## src/rtl/bhist_pkg.sv

```systemverilog
package bhist_pkg;

  typedef enum logic {
    HIST_GLOBAL = 1'b0,
    HIST_LOCAL  = 1'b1
  } hist_mode_e;

endpackage

```

## src/rtl/bhist_rst_sync.sv

```systemverilog
module bhist_rst_sync (
  input  logic clk,
  input  logic rst_n,
  output logic rst_sync_n
);

  logic [1:0] sync_q;
  logic [1:0] sync_d;

  always_comb begin
    sync_d = {sync_q[0], 1'b1};
  end

  always_ff @(posedge clk or negedge rst_n) begin
    if (!rst_n) begin
      sync_q <= 2'b00;
    end else begin
      sync_q <= sync_d;
    end
  end

  assign rst_sync_n = sync_q[1];

endmodule

```

## src/rtl/bhist_index.sv

```systemverilog
module bhist_index
  import bhist_pkg::*;
#(
  parameter hist_mode_e MODE  = HIST_LOCAL,
  parameter int         PC_W  = 32,
  parameter int         IDX_W = 4,
  parameter int         SEL_W = 4
) (
  input  logic [PC_W-1:0]  pc,
  output logic [SEL_W-1:0] sel
);

  logic unused_pc_bits;
  assign unused_pc_bits = ^pc;

  generate
    if (MODE == HIST_LOCAL) begin : g_local
      assign sel = pc[IDX_W+1:2];
    end else begin : g_global
      assign sel = '0;
    end
  endgenerate

endmodule

```

## src/rtl/bhist_wr_dec.sv

```systemverilog
module bhist_wr_dec #(
  parameter int ENTRIES = 16,
  parameter int SEL_W   = 4
) (
  input  logic               clk,
  input  logic               rst_ni,
  input  logic               valid,
  input  logic [SEL_W-1:0]   sel,
  output logic [ENTRIES-1:0] wr_en
);

  always_comb begin
    wr_en = '0;
    for (int i = 0; i < ENTRIES; i++) begin
      if (valid && (sel == SEL_W'(i))) begin
        wr_en[i] = 1'b1;
      end
    end
  end

  AST_ONE_TARGET: assert property (@(posedge clk) disable iff (!rst_ni)
    valid |-> ($countones(wr_en) == 1)) else $error("AST_ONE_TARGET");

  AST_NO_TARGET_IDLE: assert property (@(posedge clk) disable iff (!rst_ni)
    !valid |-> (wr_en == '0)) else $error("AST_NO_TARGET_IDLE");

endmodule

```

## src/rtl/bhist_cell.sv

```systemverilog
module bhist_cell #(
  parameter int HIST_W = 8
) (
  input  logic              clk,
  input  logic              rst_ni,
  input  logic              en,
  input  logic              taken,
  output logic [HIST_W-1:0] hist
);

  logic [HIST_W-1:0] hist_q;
  logic [HIST_W-1:0] hist_d;

  always_comb begin
    hist_d = hist_q;
    if (en) begin
      hist_d = {hist_q[HIST_W-2:0], taken};
    end
  end

  always_ff @(posedge clk or negedge rst_ni) begin
    if (!rst_ni) begin
      hist_q <= '0;
    end else begin
      hist_q <= hist_d;
    end
  end

  assign hist = hist_q;

  AST_NEWEST_BIT: assert property (@(posedge clk) disable iff (!rst_ni)
    en |=> (hist_q[0] == $past(taken))) else $error("AST_NEWEST_BIT");

  AST_AGE_SHIFT: assert property (@(posedge clk) disable iff (!rst_ni)
    en |=> (hist_q[HIST_W-1:1] == $past(hist_q[HIST_W-2:0]))) else $error("AST_AGE_SHIFT");

  AST_HOLD_IDLE: assert property (@(posedge clk) disable iff (!rst_ni)
    !en |=> $stable(hist_q)) else $error("AST_HOLD_IDLE");

  AST_RESET_CLEAR: assert property (@(posedge clk)
    $rose(rst_ni) |-> (hist_q == '0)) else $error("AST_RESET_CLEAR");

endmodule

```

## src/rtl/bhist_table.sv

```systemverilog
module bhist_table
  import bhist_pkg::*;
#(
  parameter hist_mode_e MODE   = HIST_LOCAL,
  parameter int         PC_W   = 32,
  parameter int         IDX_W  = 4,
  parameter int         HIST_W = 8
) (
  input  logic              clk,
  input  logic              rst_n,
  input  logic [PC_W-1:0]   rd_pc,
  output logic [HIST_W-1:0] rd_hist,
  input  logic              rs_valid,
  input  logic [PC_W-1:0]   rs_pc,
  input  logic              rs_taken
);

  localparam int ENTRIES = (MODE == HIST_LOCAL) ? (1 << IDX_W) : 1;
  localparam int SEL_W   = (MODE == HIST_LOCAL) ? IDX_W : 1;

  logic              rst_sync_n;
  logic [SEL_W-1:0]  rd_sel;
  logic [SEL_W-1:0]  rs_sel;
  logic [ENTRIES-1:0] wr_en;
  logic [HIST_W-1:0] hist_arr [ENTRIES];

  bhist_rst_sync u_rst_sync (
    .clk        (clk),
    .rst_n      (rst_n),
    .rst_sync_n (rst_sync_n)
  );

  bhist_index #(
    .MODE  (MODE),
    .PC_W  (PC_W),
    .IDX_W (IDX_W),
    .SEL_W (SEL_W)
  ) u_rd_index (
    .pc  (rd_pc),
    .sel (rd_sel)
  );

  bhist_index #(
    .MODE  (MODE),
    .PC_W  (PC_W),
    .IDX_W (IDX_W),
    .SEL_W (SEL_W)
  ) u_rs_index (
    .pc  (rs_pc),
    .sel (rs_sel)
  );

  bhist_wr_dec #(
    .ENTRIES (ENTRIES),
    .SEL_W   (SEL_W)
  ) u_wr_dec (
    .clk    (clk),
    .rst_ni (rst_sync_n),
    .valid  (rs_valid),
    .sel    (rs_sel),
    .wr_en  (wr_en)
  );

  generate
    for (genvar e = 0; e < ENTRIES; e++) begin : g_entry
      bhist_cell #(
        .HIST_W (HIST_W)
      ) u_cell (
        .clk    (clk),
        .rst_ni (rst_sync_n),
        .en     (wr_en[e]),
        .taken  (rs_taken),
        .hist   (hist_arr[e])
      );
    end
  endgenerate

  always_comb begin
    rd_hist = '0;
    for (int i = 0; i < ENTRIES; i++) begin
      if (rd_sel == SEL_W'(i)) begin
        rd_hist = hist_arr[i];
      end
    end
  end

  AST_READ_SAME_AS_SHIFT: assert property (@(posedge clk) disable iff (!rst_sync_n)
    (rs_valid && (rd_sel == rs_sel)) |=> (rd_hist[0] == $past(rs_taken)) || (rd_sel != $past(rd_sel)))
    else $error("AST_READ_SAME_AS_SHIFT");

endmodule

```

## config.mk

```make
export PLATFORM = sky130hd
export DESIGN_NAME = bhist_table
export DESIGN_NICKNAME = d
export VERILOG_FILES = /design/src/rtl/bhist_pkg.sv /design/src/rtl/bhist_rst_sync.sv /design/src/rtl/bhist_index.sv /design/src/rtl/bhist_wr_dec.sv /design/src/rtl/bhist_cell.sv /design/src/rtl/bhist_table.sv
export SDC_FILE = /design/constraint.sdc
export NUM_CORES = 1
export LEC_CHECK = 0
export BUFFER_PORTS_ARGS = -buffer_cell sky130_fd_sc_hd__buf_2
export CORE_MARGIN = 4
export CORE_UTILIZATION = 63
export DETAILED_ROUTE_END_ITERATION = 10
export PLACE_DENSITY_LB_ADDON = 0.08
export SYNTH_ARGS = -nofsm -noshare
export SYNTH_HDL_FRONTEND = slang
export SYNTH_SLANG_ARGS = --single-unit
```

## constraint.sdc

```tcl
create_clock -name clk -period 11.3 [get_ports clk]
set_clock_uncertainty 0.1 [all_clocks]
set_input_delay 2.26 -clock clk [delete_from_list [all_inputs] [get_ports clk]]
set_output_delay 2.26 -clock clk [all_outputs]
set_load 0.01 [all_outputs]
```

Word-level counts from Yosys, hierarchy flattened
Index checks and enable logic that the tools add are counted.

storage, ports and cells
  register bits = 130
  bits in latches = 0
  RAM bits = 0
  bits in read-only memories = 0
  output and inout bits = 8
  logic and storage cells = 97
  memories kept = 0

cells by class
  add/subtract/negate cells = 0
  multipliers = 0
  divide/modulo/power cells = 0
  magnitude comparators = 0
  eq/ne operators = 30
  shifts and indexed selects = 0
  multiplexer cells = 32
  bitwise operators = 0
  reductions and logical operators = 18

operator list
  operator                                                                count
  8-bit 2-to-1 mux                                                        16
  4-bit equality test (second input constant)                             16
  4-bit by 3-bit equality test with 1-bit output (second input constant)  8
  4-bit by 2-bit equality test with 1-bit output (second input constant)  4
  1-bit logical AND                                                       16
  1-bit 2-to-1 mux                                                        16
  4-bit by 1-bit equality test with 1-bit output (second input constant)  2
  4-bit logical NOT                                                       2

Logic depth before layout (Yosys ltp)
Gate-level depths: netlist of run 1.

  depth after elaboration = 17
  depth in mapped cells = 7
  gate-level depth less buffers = 5

Modules after synthesis
From an unflattened synthesis of run 1, not the netlist that was laid out.

unflattened totals
  cells, all modules = 495
  area, all modules = 6880.3 um2

by module, submodules not included
  module          instances  cells each  area each (um2)  seq. area each (um2)
  bhist_cell      16         17          331.6            200.2
  bhist_table     1          189         1343.8           0.0
  bhist_wr_dec    1          23          117.6            0.0
  bhist_index     2          4           30.0             0.0
  bhist_rst_sync  1          3           53.8             50.0

Least setup slack after synthesis of run 1
No wires, ideal clock.

  path kind = input to output
  from = input rd_pc[3]
  to = output rd_hist[1]
  data arrival time = 3.339 ns
  data required time = 8.940 ns
  setup slack = 5.601 ns
  stages on the path = 7
  path buffers = 2
  cell sequence = clkbuf_8 > inv_1 > clkbuf_1 > a21oi_1 > o22ai_1 > o221ai_1 > a31oi_1

between the ends
  longest elaborated chain between the ends = 17
  elaborated cells on any way between the ends = 32
  those cells by class = eq/ne: 15; mux: 16; reduce/logical: 1

RTL lines
  item                             RTL line           text
  start, declared                  bhist_table.sv:11  input logic [PC_W-1:0] rd_pc,
  4-bit logical NOT                bhist_table.sv:81  if (rd_sel == SEL_W'(i)) begin
  8-bit 2-to-1 mux (15 in series)  bhist_table.sv:81
  8-bit 2-to-1 mux *               bhist_table.sv:81
  end, declared                    bhist_table.sv:12  output logic [HIST_W-1:0] rd_hist,

Every way passes the cells marked *; elsewhere a longest branch is shown, timed or not.

Final worst setup path of run 1
  from = input rd_pc[3]
  to = output rd_hist[4]

Same word-level chain as after synthesis.

==> results of run 1 <==
## logic make-up (layout without fill, tap and decap cells)
family          count (synthesis)  count (layout)
flops                         130             130
mux                           152             152
compound gates                 87              87
simple gates                   90              90
buf+inv                        31              55
other cells                     1               1
## worst max-delay path, stage by stage
cell and delay [ns]:
buf_2 0.72, inv_1 0.48, nand3_1 0.23, o311ai_1 0.21, a21oi_1 0.24, o221ai_1 0.17
buf_2 0.19
## per-layer routing
layer,vias to the layer above,GRT usage,share of wire
met5,-,0,0
met4,0,0.0911,0.018
met3,28,0.0746,0.075
met2,170,0.409,0.47
met1,2084,0.370,0.44
li1,1860,-,-
## power by group
part | switching (W) | leakage [nW] | internal [W] | total (W)
clock network | 0.000183 | 0.266 | 0.000306 | 0.000489
logic | 0.0000669 | 1.21 | 0.0000687 | 0.000136
registers | 0.0000433 | 1.76 | 0.000514 | 0.000557
total | 0.000294 | 3.23 | 0.000888 | 0.00118
## registers in the layout (all words and copies together) (netlist names)
signal	flops
g_entry.u_cell.hist	128
u_rst_sync.sync_q	2
## per-stage QoR
step                      hold WS (ns)  cell area, sq um  setup WS [ns]
after floorplan                  0.231              6340           5.60
after global placement           0.240              6390           4.48
after detailed placement         0.239              6390           4.46
after CTS                        0.257              6920           4.49
after global routing             0.259              6920           4.27
final                            0.235              6920           4.43
## placed cells by master, fill, tap and decap left out, drive strengths merged, types with 3 or more instances in the layout
master and count:
inv 3, nor2b 9, o22a 3, o221ai 7, a211oi 4, o21ai 15, mux2i 13, nor2 23
mux2 133, buf 21, nand2b 9, clkinv 5, nor3 9, nand2 17, o22ai 8, dfrtp 130
clkbuf 25, a31oi 10, a21oi 20, mux4 6, nand3 8, and2b 3
## final cells by class
type,instances,area [sq um]
clock inverter,6,55.1
inverter,3,11.3
tap,133,166
timing repair buffer,21,110
clock buffer,25,474
fill,705,2860
sequential,130,3260
multi-input combinational,330,2850
## final timing paths
check / cells after the start / startpoint / end
min in group clk: 0 / u_rst_sync.sync_q[0]$_DFF_PN0_ / u_rst_sync.sync_q[1]$_DFF_PN0_
max in group asynchronous: 1 / u_rst_sync.sync_q[1]$_DFF_PN0_ / g_entry[7].u_cell.hist[4]$_DFFE_PN0P_
setup reg to reg: 1 / u_rst_sync.sync_q[1]$_DFF_PN0_ / g_entry[7].u_cell.hist[4]$_DFFE_PN0P_
hold reg to reg: 0 / u_rst_sync.sync_q[1]$_DFF_PN0_ / g_entry[15].u_cell.hist[1]$_DFFE_PN0P_
setup / recovery: 7 / rd_pc[3] / rd_hist[4]
hold / removal: 0 / u_rst_sync.sync_q[1]$_DFF_PN0_ / g_entry[15].u_cell.hist[1]$_DFFE_PN0P_
==> impl_results.md, run 1 <==
* Die span in y at 108 microns
* Placed insts at approximately 620
* Starting Density at 0.648
* Yosys top cell area share at 0.513
* Final Power at 0.00118 W
* Total Routing Usage GR at 0.267
* Post-Synthesis Cells at 491
* Final Hold Viols at 0
* Largest net degree at the start of global routing at 84
* DR DRC count at 0
* Hold Path Class: reg2async
* Req. time, crit path at 8.94 ns
* Commonest cells post-synth: mux2_2 (133), dfrtp_1 (130), a21oi_1 (20)
* Post-Syn Area at 6340 sq um
* Largest family of logic cells by synthesized area: multiplexers
* Clock Latency Late Sink at 0.52 ns
* Vias at 4,142
* Post-Synth Adder-Cell Area at 0
* R2r setup slk at around 9.4 ns
* Pwr per Cell Area at ~170 nW/um^2
* Most common cell in the synthesized netlist: mux2_2
* Top FF cell, synth: dfrtp_1
* Mux cell area share after synthesis at 0.279
* Vias in the first global route at 4,143
* # IOs at 76
* Router iterations before antenna repair at 5
* Yosys warning count at 0
* Final wirelength at roughly 14 mm
* Die X at 108 microns
* Status: completed
* Antenna diode count at 0
* Clock Path Buffers at 2
* Synth Area in XOR/XNOR at 0
* Num CTS Buffers at 17
* Fin util at 0.708
* Startpoint Class: input pin
* Fin crit share at 0.608
* Critical path class: in2out
* Synth Area in Compound Gates at 0.0918
* WP data arrival at 4.51 ns
* Layout cells sized above 1 at 0.396
* Post-DP HPWL at 9.73 mm
* Async SR Flop Fraction at 1.00
* Fin crit period at between 6 and 7 ns
* GPL Wtd Cong at 0.959
* I/O Buffers at 19
* Drt via density at 6.39
* # setup viols final at 0
* Clk root buf: clkbuf_8
* Layout Nets at 571
* Overflow left after global routing at 0
* #FFs+latches synth at 130
* Hold-fix buffers at CTS at 0
* Relative slew slack at 0.319
* CTS H-tree lvls at 4
* RSZ-0062 raised after global routing: false
* Wire per inst at 21.7 microns
* Clk sinks at 130
* Register area share after synthesis at 0.513
* Critical path capture point type: output pin
* Post-CTS Setup Inserts at 0
* Max frequency at 0.146 GHz
* Maximum VDD drop at 132 uV
* Synth-to-Final Area Change at 9.18%
* Fin cells at 648
* Leakage at 3.23 nW
* DRT iter0 DRCs at 446
* Area contributors post-synth: dfrtp_1 (51%), mux2_2 (24%), mux2i_1 (2.1%)
* Syn Area/Cell at 12.9 sq um
* Crit Path Max Fanout at 50
* Initial antenna violation count at 0
* PostCTS Resize Cnt at 0
* Row cnt at 36
* Core area at 9770 sq um
* Post-route ant nets at 0
* CTS tree: built
* First-pass GRT wire length at 22.9 mm
* Clk pin slew, worst setup/hold paths at 0.05 ns
* Yosys cell types at 54
* Setup tns final at 0 ns
* Pins Over Slew Limit at 0
* Syn Nets at 559
* Full die area at 11,700 sq um
* Synth Area in Simple Gates at 0.0778
* Worst slew pin tran at just over 1 ns
* Count of max-cap constraint violations at 0
* EDFF count, synth at 0
* Yosys top cell by area: dfrtp_1
(Power assumes the default switching activity.)
==> run 2: changes to the inputs <==
Settings changed: CORE_UTILIZATION 63 to 53.
Clock period 11.3 ns to 5.9 ns, I/O delays scaled along.
==> run 2 against run 1 <==
Net effect: clock power rose by 130%; utilization fell by 9.9 points; final cell count rose by 1.9%; die area rose by 17%; largest cell class unchanged; sequential power rose by 92%; non-clock buffer count rose by 1.
==> impl_results.md, run 2 (same netlist as run 1, synthesis figures left out) <==
* DR DRC count at 0 (unchanged)
* Final Hold Viols at 0 (unchanged)
* Pins Over Slew Limit at 0 (unchanged)
* Placed insts at 628 (+1.8%)
* Starting Density at 0.548 (-0.100)
* Layout Nets at 572 (+0.18%)
* Critical path capture point type: output pin
* Layout cells sized above 1 at 0.402 (+0.00620)
* Setup tns final at 0 ns (unchanged)
* R2r setup slk at 4.12 ns (-5.31 ns)
* Largest net degree at the start of global routing at 82 (-2.4%)
* Clock Path Buffers at 2 (unchanged)
* Final Power at 0.00243 W (+110%)
* GPL Wtd Cong at 0.919 (-4.1%)
* First-pass GRT wire length at 23.1 mm (+1.3%)
* Router iterations before antenna repair at 5 (unchanged)
* Critical path class: in2out
* RSZ-0062 raised after global routing: false
* Pwr per Cell Area at 346 nW/um^2 (+100%)
* Die span in y at 117 microns (+8.4%)
* R2R Path End: g_entry[7].u_cell.hist[0]$_DFFE_PN0P_
* Worst r2r path cells at 1 (unchanged)
* Worst slew pin tran at 1.04 ns (+0.0201 ns)
* Critical Path Source: rd_pc[3]
* CTS tree: built
* Max FFs per register at 128 (unchanged)
* Clk pin slew, worst setup/hold paths at 0.05 ns (about the same)
* Commonest non-fill, non-tap cell in the layout: mux2_2
* Fin cells at 660 (+1.9%)
* Clk sinks at 130 (unchanged)
* Vias in the first global route at 4,135 (-0.19%)
* # setup viols final at 0 (unchanged)
* Vias at 4,084 (-1.4%)
* CTS H-tree lvls at 4 (unchanged)
* Crit path to: rd_hist[0]
* Final wirelength at 14.4 mm (+2.5%)
* DRT iter0 DRCs at 232 (-48%)
* Req. time, crit path at 4.62 ns (-4.32 ns)
* Overflow left after global routing at 0 (unchanged)
* Hold-fix buffers at CTS at 0 (unchanged)
* Count of max-cap constraint violations at 0 (unchanged)
* Commonest cells after routing, fill and taps aside: mux2_2 (133), dfrtp_1 (129), a21oi_1 (20)
* Fin crit period at approximately 4.8 ns
* Initial antenna violation count at 0 (unchanged)
* Multi-input gate area at 2850 sq um (unchanged)
* Post-DP HPWL at 10.0 mm (+3.0%)
* Synth-to-Final Area Change at 11.1%
* WP data arrival at 3.49 ns (-1.02 ns)
* Post-CTS Setup Inserts at 0 (unchanged)
* Leakage at 3.27 nW (+1.2%)
* Maximum VDD drop at 229 uV (+73%)
* Full die area at 13,800 sq um (+17%)
* Antenna diode count at 0 (unchanged)
* Clk root buf: clkbuf_16
* I/O Buffers at 19 (unchanged)
* Total Routing Usage GR at 0.220 (-0.0466)
* Fin crit share at 0.809
* Num CTS Buffers at 17 (unchanged)
* Post-route ant nets at 0 (unchanged)
* Wire per inst at 21.9 microns (+0.68%)
* Drt via density at 6.19 (-3.2%)
* Core area at 11,600 sq um (+18%)
* Clock Latency Late Sink at 0.42 ns (-0.10 ns)
* Max frequency at 0.210 GHz
* Status: completed
* Startpoint Class: input pin
* # fillers at 936 (+33%)
* Reg2reg start: u_rst_sync.sync_q[1]$_DFF_PN0_
* # IOs at 76 (unchanged)
* Register Area at 3260 sq um (unchanged)
* Row cnt at 39 (+8.3%)
* Hold Path Class: reg2reg
* Relative slew slack at 0.306 (-0.0134)
* Die X at 117 microns (+8.4%)
* PostCTS Resize Cnt at 0 (unchanged)
* Crit Path Max Fanout at 50 (unchanged)
-- run 2: changes by cell type in the layout (fill, tap and decap cells not counted), sizes merged --
cell / change
clkinvlp: +3
buf: +1
bufinv: +3
clkinv: -3
clkbuf: -2
-- run 2: cell type report --
| cell class | count | share of cell area |
|---|---|---|
| Clock buffer | 23 | 0.0679 |
| Clock inverter | 9 | 0.0217 |
| Inverter | 3 | 0.00160 |
| Multi-Input combinational cell | 330 | 0.404 |
| Sequential cell | 130 | 0.463 |
| Tap cell | 143 | 0.0254 |
| Timing Repair Buffer | 22 | 0.0167 |
-- run 2: critical path: stages --
cell	delay, ns
buf_2	0.73
inv_1	0.45
nand3_1	0.23
o311ai_1	0.20
a21oi_1	0.32
o221ai_1	0.19
buf_2	0.18
-- run 2: how the worst min path moves through the flow --
stage          depth (start not counted)                        endpoint                           start  slack [ns]
2_1_floorplan                          0  u_rst_sync.sync_q[1]$_DFF_PN0_  u_rst_sync.sync_q[0]$_DFF_PN0_        0.23
3_3_place_gp                           0  u_rst_sync.sync_q[1]$_DFF_PN0_  u_rst_sync.sync_q[0]$_DFF_PN0_        0.24
6_report                               0  u_rst_sync.sync_q[1]$_DFF_PN0_  u_rst_sync.sync_q[0]$_DFF_PN0_        0.25
5_1_grt                                0  u_rst_sync.sync_q[1]$_DFF_PN0_  u_rst_sync.sync_q[0]$_DFF_PN0_        0.26
4_1_cts                                0  u_rst_sync.sync_q[1]$_DFF_PN0_  u_rst_sync.sync_q[0]$_DFF_PN0_        0.26
3_5_place_dp                           0  u_rst_sync.sync_q[1]$_DFF_PN0_  u_rst_sync.sync_q[0]$_DFF_PN0_        0.24
-- run 2: layer usage --
layer	part of all wire	routed length [microns]	global-route usage	up-vias
li1	-	-	-	1848
met1	0.46	6650	0.307	2076
met2	0.45	6470	0.318	133
met3	0.059	847	0.0630	27
met4	0.033	482	0.105	0
met5	0	0	0	-
-- run 2: metrics by stage --
step | hold slack, ns | utilization | setup WS [ns] | instance area, sq um
after floorplan | 0.231 | - | 1.91 | 6340
after global placement | 0.239 | 0.554 | 1.15 | 6410
after detailed placement | 0.240 | 0.554 | 1.16 | 6410
after CTS | 0.256 | 0.609 | 1.15 | 7040
after global routing | 0.257 | 0.609 | 0.994 | 7040
final | 0.254 | 0.609 | 1.13 | 7040
-- run 2: power breakdown --
group | switching [W] | leakage (nW) | internal [W]
Sequential | 0.0000862 | 1.76 | 0.000984
Combinational | 0.000123 | 1.21 | 0.000132
Clock | 0.000370 | 0.299 | 0.000739
Total | 0.000579 | 3.27 | 0.00185
==> run 3: changes to the inputs <==
Settings changed: CORE_UTILIZATION 53 to 58.
Clock period 5.9 ns to 4.5 ns, I/O delays scaled along.
==> run 3 against run 2 <==
Net effect: register-to-register slack got worse by 1.1 ns; critical path depth decreased by 1; clock power increased by 19%; critical path type unchanged.
==> impl_results.md, run 3 (same netlist as run 1, synthesis figures left out) <==
* First-pass GRT wire length at 23.7 mm (+2.2%)
* Pint at 0.00228 W (+23%)
* Commonest cells after routing, fill and taps aside: mux2_2 (133), dfrtp_1 (129), a21oi_1 (20)
* Worst slew pin tran at 0.771 ns (-0.270 ns)
* WP data arrival at 2.95 ns (-0.54 ns)
* Largest net degree at the start of global routing at 63 (-23%)
* Layout cells sized above 1 at 0.414 (+0.0115)
* Final Hold Viols at 0 (unchanged)
* Count of max-cap constraint violations at 0 (unchanged)
* Clk pin slew, worst setup/hold paths at 0.05 ns (about the same)
* Critical path class: in2out
* Fin cells at 658 (-0.30%)
* Row cnt at 37 (-5.1%)
* DRT iter0 DRCs at 289 (+25%)
* Relative slew slack at 0.486 (+0.180)
* Net Sw Power at 0.000779 W (+35%)
* Vias in the first global route at 4,299 (+4.0%)
* Placed insts at 626 (-0.32%)
* Hold Path Class: in2async
* Post-CTS Setup Inserts at 0 (unchanged)
* DR DRC count at 0 (unchanged)
* CTS H-tree lvls at 4 (unchanged)
* Critical path capture point type: output pin
* Clock Path Buffers at 2 (unchanged)
* Synth-to-Final Area Change at 10.7%
* Finished layout cell area at 7020 sq um (-0.36%)
* Overflow left after global routing at 0 (unchanged)
* Fin crit period at slightly below 4 ns
* Initial antenna violation count at 0 (unchanged)
* Final wirelength at 14.4 mm (-0.34%)
* Pwr per Cell Area at 436 nW/um^2 (+26%)
* Comb power frac at 0.113 (+0.008)
* Total Routing Usage GR at 0.245 (+0.0254)
* Clk root buf: clkbuf_8
* GPL Wtd Cong at 0.997 (+8.5%)
* Router iterations before antenna repair at 5 (unchanged)
* Req. time, crit path at 3.50 ns (-1.12 ns)
* Pins Over Slew Limit at 0 (unchanged)
* Layout Nets at 577 (+0.87%)
* RSZ-0062 raised after global routing: false
* Post-DP HPWL at 10.0 mm (+0.25%)
* Max frequency at 0.253 GHz
* Num CTS Buffers at 17 (unchanged)
* Placement-stage cell area at 6440 sq um (+0.45%)
* Maximum VDD drop at 393 uV (+71%)
* Startpoint Class: input pin
* Drt via density at 6.25 (+1.0%)
* I/O Buffers at 19 (unchanged)
* Clock power frac at 0.431 (-0.025)
* # fillers at 767 (-18%)
* Die span in y at 113 microns (-4.1%)
* Commonest non-fill, non-tap cell in the layout: mux2_2
* Clk sinks at 130 (unchanged)
* Reg power frac at 0.456 (+0.016)
* Max FFs per register at 128 (unchanged)
* Hold-fix buffers at CTS at 0 (unchanged)
* Setup tns final at 0 ns (unchanged)
* Starting Density at 0.606 (+0.0577)
* # setup viols final at 0 (unchanged)
* Crit Path Max Fanout at 29 (-42%)
* Vias at 4,113 (+0.71%)
* Leakage at 3.27 nW (-0.10%)
* Status: completed
* Post-route ant nets at 0 (unchanged)
* Core area at 10,500 sq um (-9.5%)
* Wire per inst at 21.9 microns (about the same)
* PostCTS Resize Cnt at 0 (unchanged)
* Sw Share at 0.255 (+0.0167)
* Antenna diode count at 0 (unchanged)
* Clock Latency Late Sink at 0.53 ns (+0.11 ns)
* Die X at 113 microns (-4.1%)
* Full die area at 12,700 sq um (-8.0%)
* CTS tree: built
* Fin crit share at 0.879
* # IOs at 76 (unchanged)
-- run 3: changes by cell type in the layout (fill, tap and decap cells not counted), sizes merged --
| cell | previous run | this run |
|---|---|---|
| clkinv | 2 | 5 |
| clkinvlp | 3 | 5 |
| buf | 22 | 27 |
| inv | 3 | 4 |
| clkbuf | 23 | 19 |
| bufinv | 4 | 2 |
-- run 3: worst max-delay path, cell delays in order --
cell and delay [ns]:
buf_2 0.54, mux4_1 0.68, mux2i_1 0.28, o221ai_1 0.16, a32o_1 0.25, buf_2 0.14
-- run 3: power groups by stage --
stage | Clock, W | Combinational [W] | Sequential (W)
after floorplan | 0 | 0.000258 | 0.00138
after global placement | 0 | 0.000334 | 0.00141
after detailed placement | 0 | 0.000344 | 0.00141
after CTS | 0.00134 | 0.000346 | 0.00140
after global routing | 0.00140 | 0.000379 | 0.00141
final | 0.00132 | 0.000345 | 0.00140
-- run 3: final timing paths --
check / cells after the start / endpoint / start / slack (ns)
min in group clk: 0 / u_rst_sync.sync_q[1]$_DFF_PN0_ / u_rst_sync.sync_q[0]$_DFF_PN0_ / 0.25
worst max register to register: 1 / g_entry[7].u_cell.hist[4]$_DFFE_PN0P_ / u_rst_sync.sync_q[1]$_DFF_PN0_ / 3.02
worst max-delay path: 6 / rd_hist[2] / rd_pc[2] / 0.55
worst min-delay path: 1 / u_rst_sync.sync_q[1]$_DFF_PN0_ / rst_n / 0.05
worst min register to register: 0 / g_entry[13].u_cell.hist[6]$_DFFE_PN0P_ / u_rst_sync.sync_q[1]$_DFF_PN0_ / 0.15
max in group asynchronous: 1 / g_entry[7].u_cell.hist[4]$_DFFE_PN0P_ / u_rst_sync.sync_q[1]$_DFF_PN0_ / 3.02
-- run 3: layout make-up --
type / instances / area, sq um / area share
Inverter: 3 / 11.3 / 0.00161
Clock inverter: 13 / 135 / 0.0193
Multi-Input combinational cell: 330 / 2850 / 0.406
Sequential cell: 130 / 3260 / 0.464
Clock buffer: 19 / 442 / 0.0630
Tap cell: 136 / 170 / 0.0243
Timing Repair Buffer: 27 / 155 / 0.0221
-- run 3: routing by layer --
metal | global-route usage | wire [microns] | vias to the layer above | part of all wire
met4 | 0.0978 | 379 | 0 | 0.026
met5 | 0 | 0 | - | 0
met3 | 0.0588 | 693 | 27 | 0.048
met2 | 0.364 | 6560 | 129 | 0.46
li1 | - | - | 1858 | -
met1 | 0.350 | 6760 | 2099 | 0.47
-- run 3: through the flow --
stage,power [W],hold WS (ns),worst slack [ns],utilization
floorplan,0.00164,0.231,0.510,-
global placement,0.00174,0.171,0.579,0.615
detailed placement,0.00176,0.173,0.525,0.615
CTS,0.00308,0.0261,0.531,0.671
global route,0.00319,0.0227,0.459,0.671
finish,0.00306,0.0490,0.545,0.671
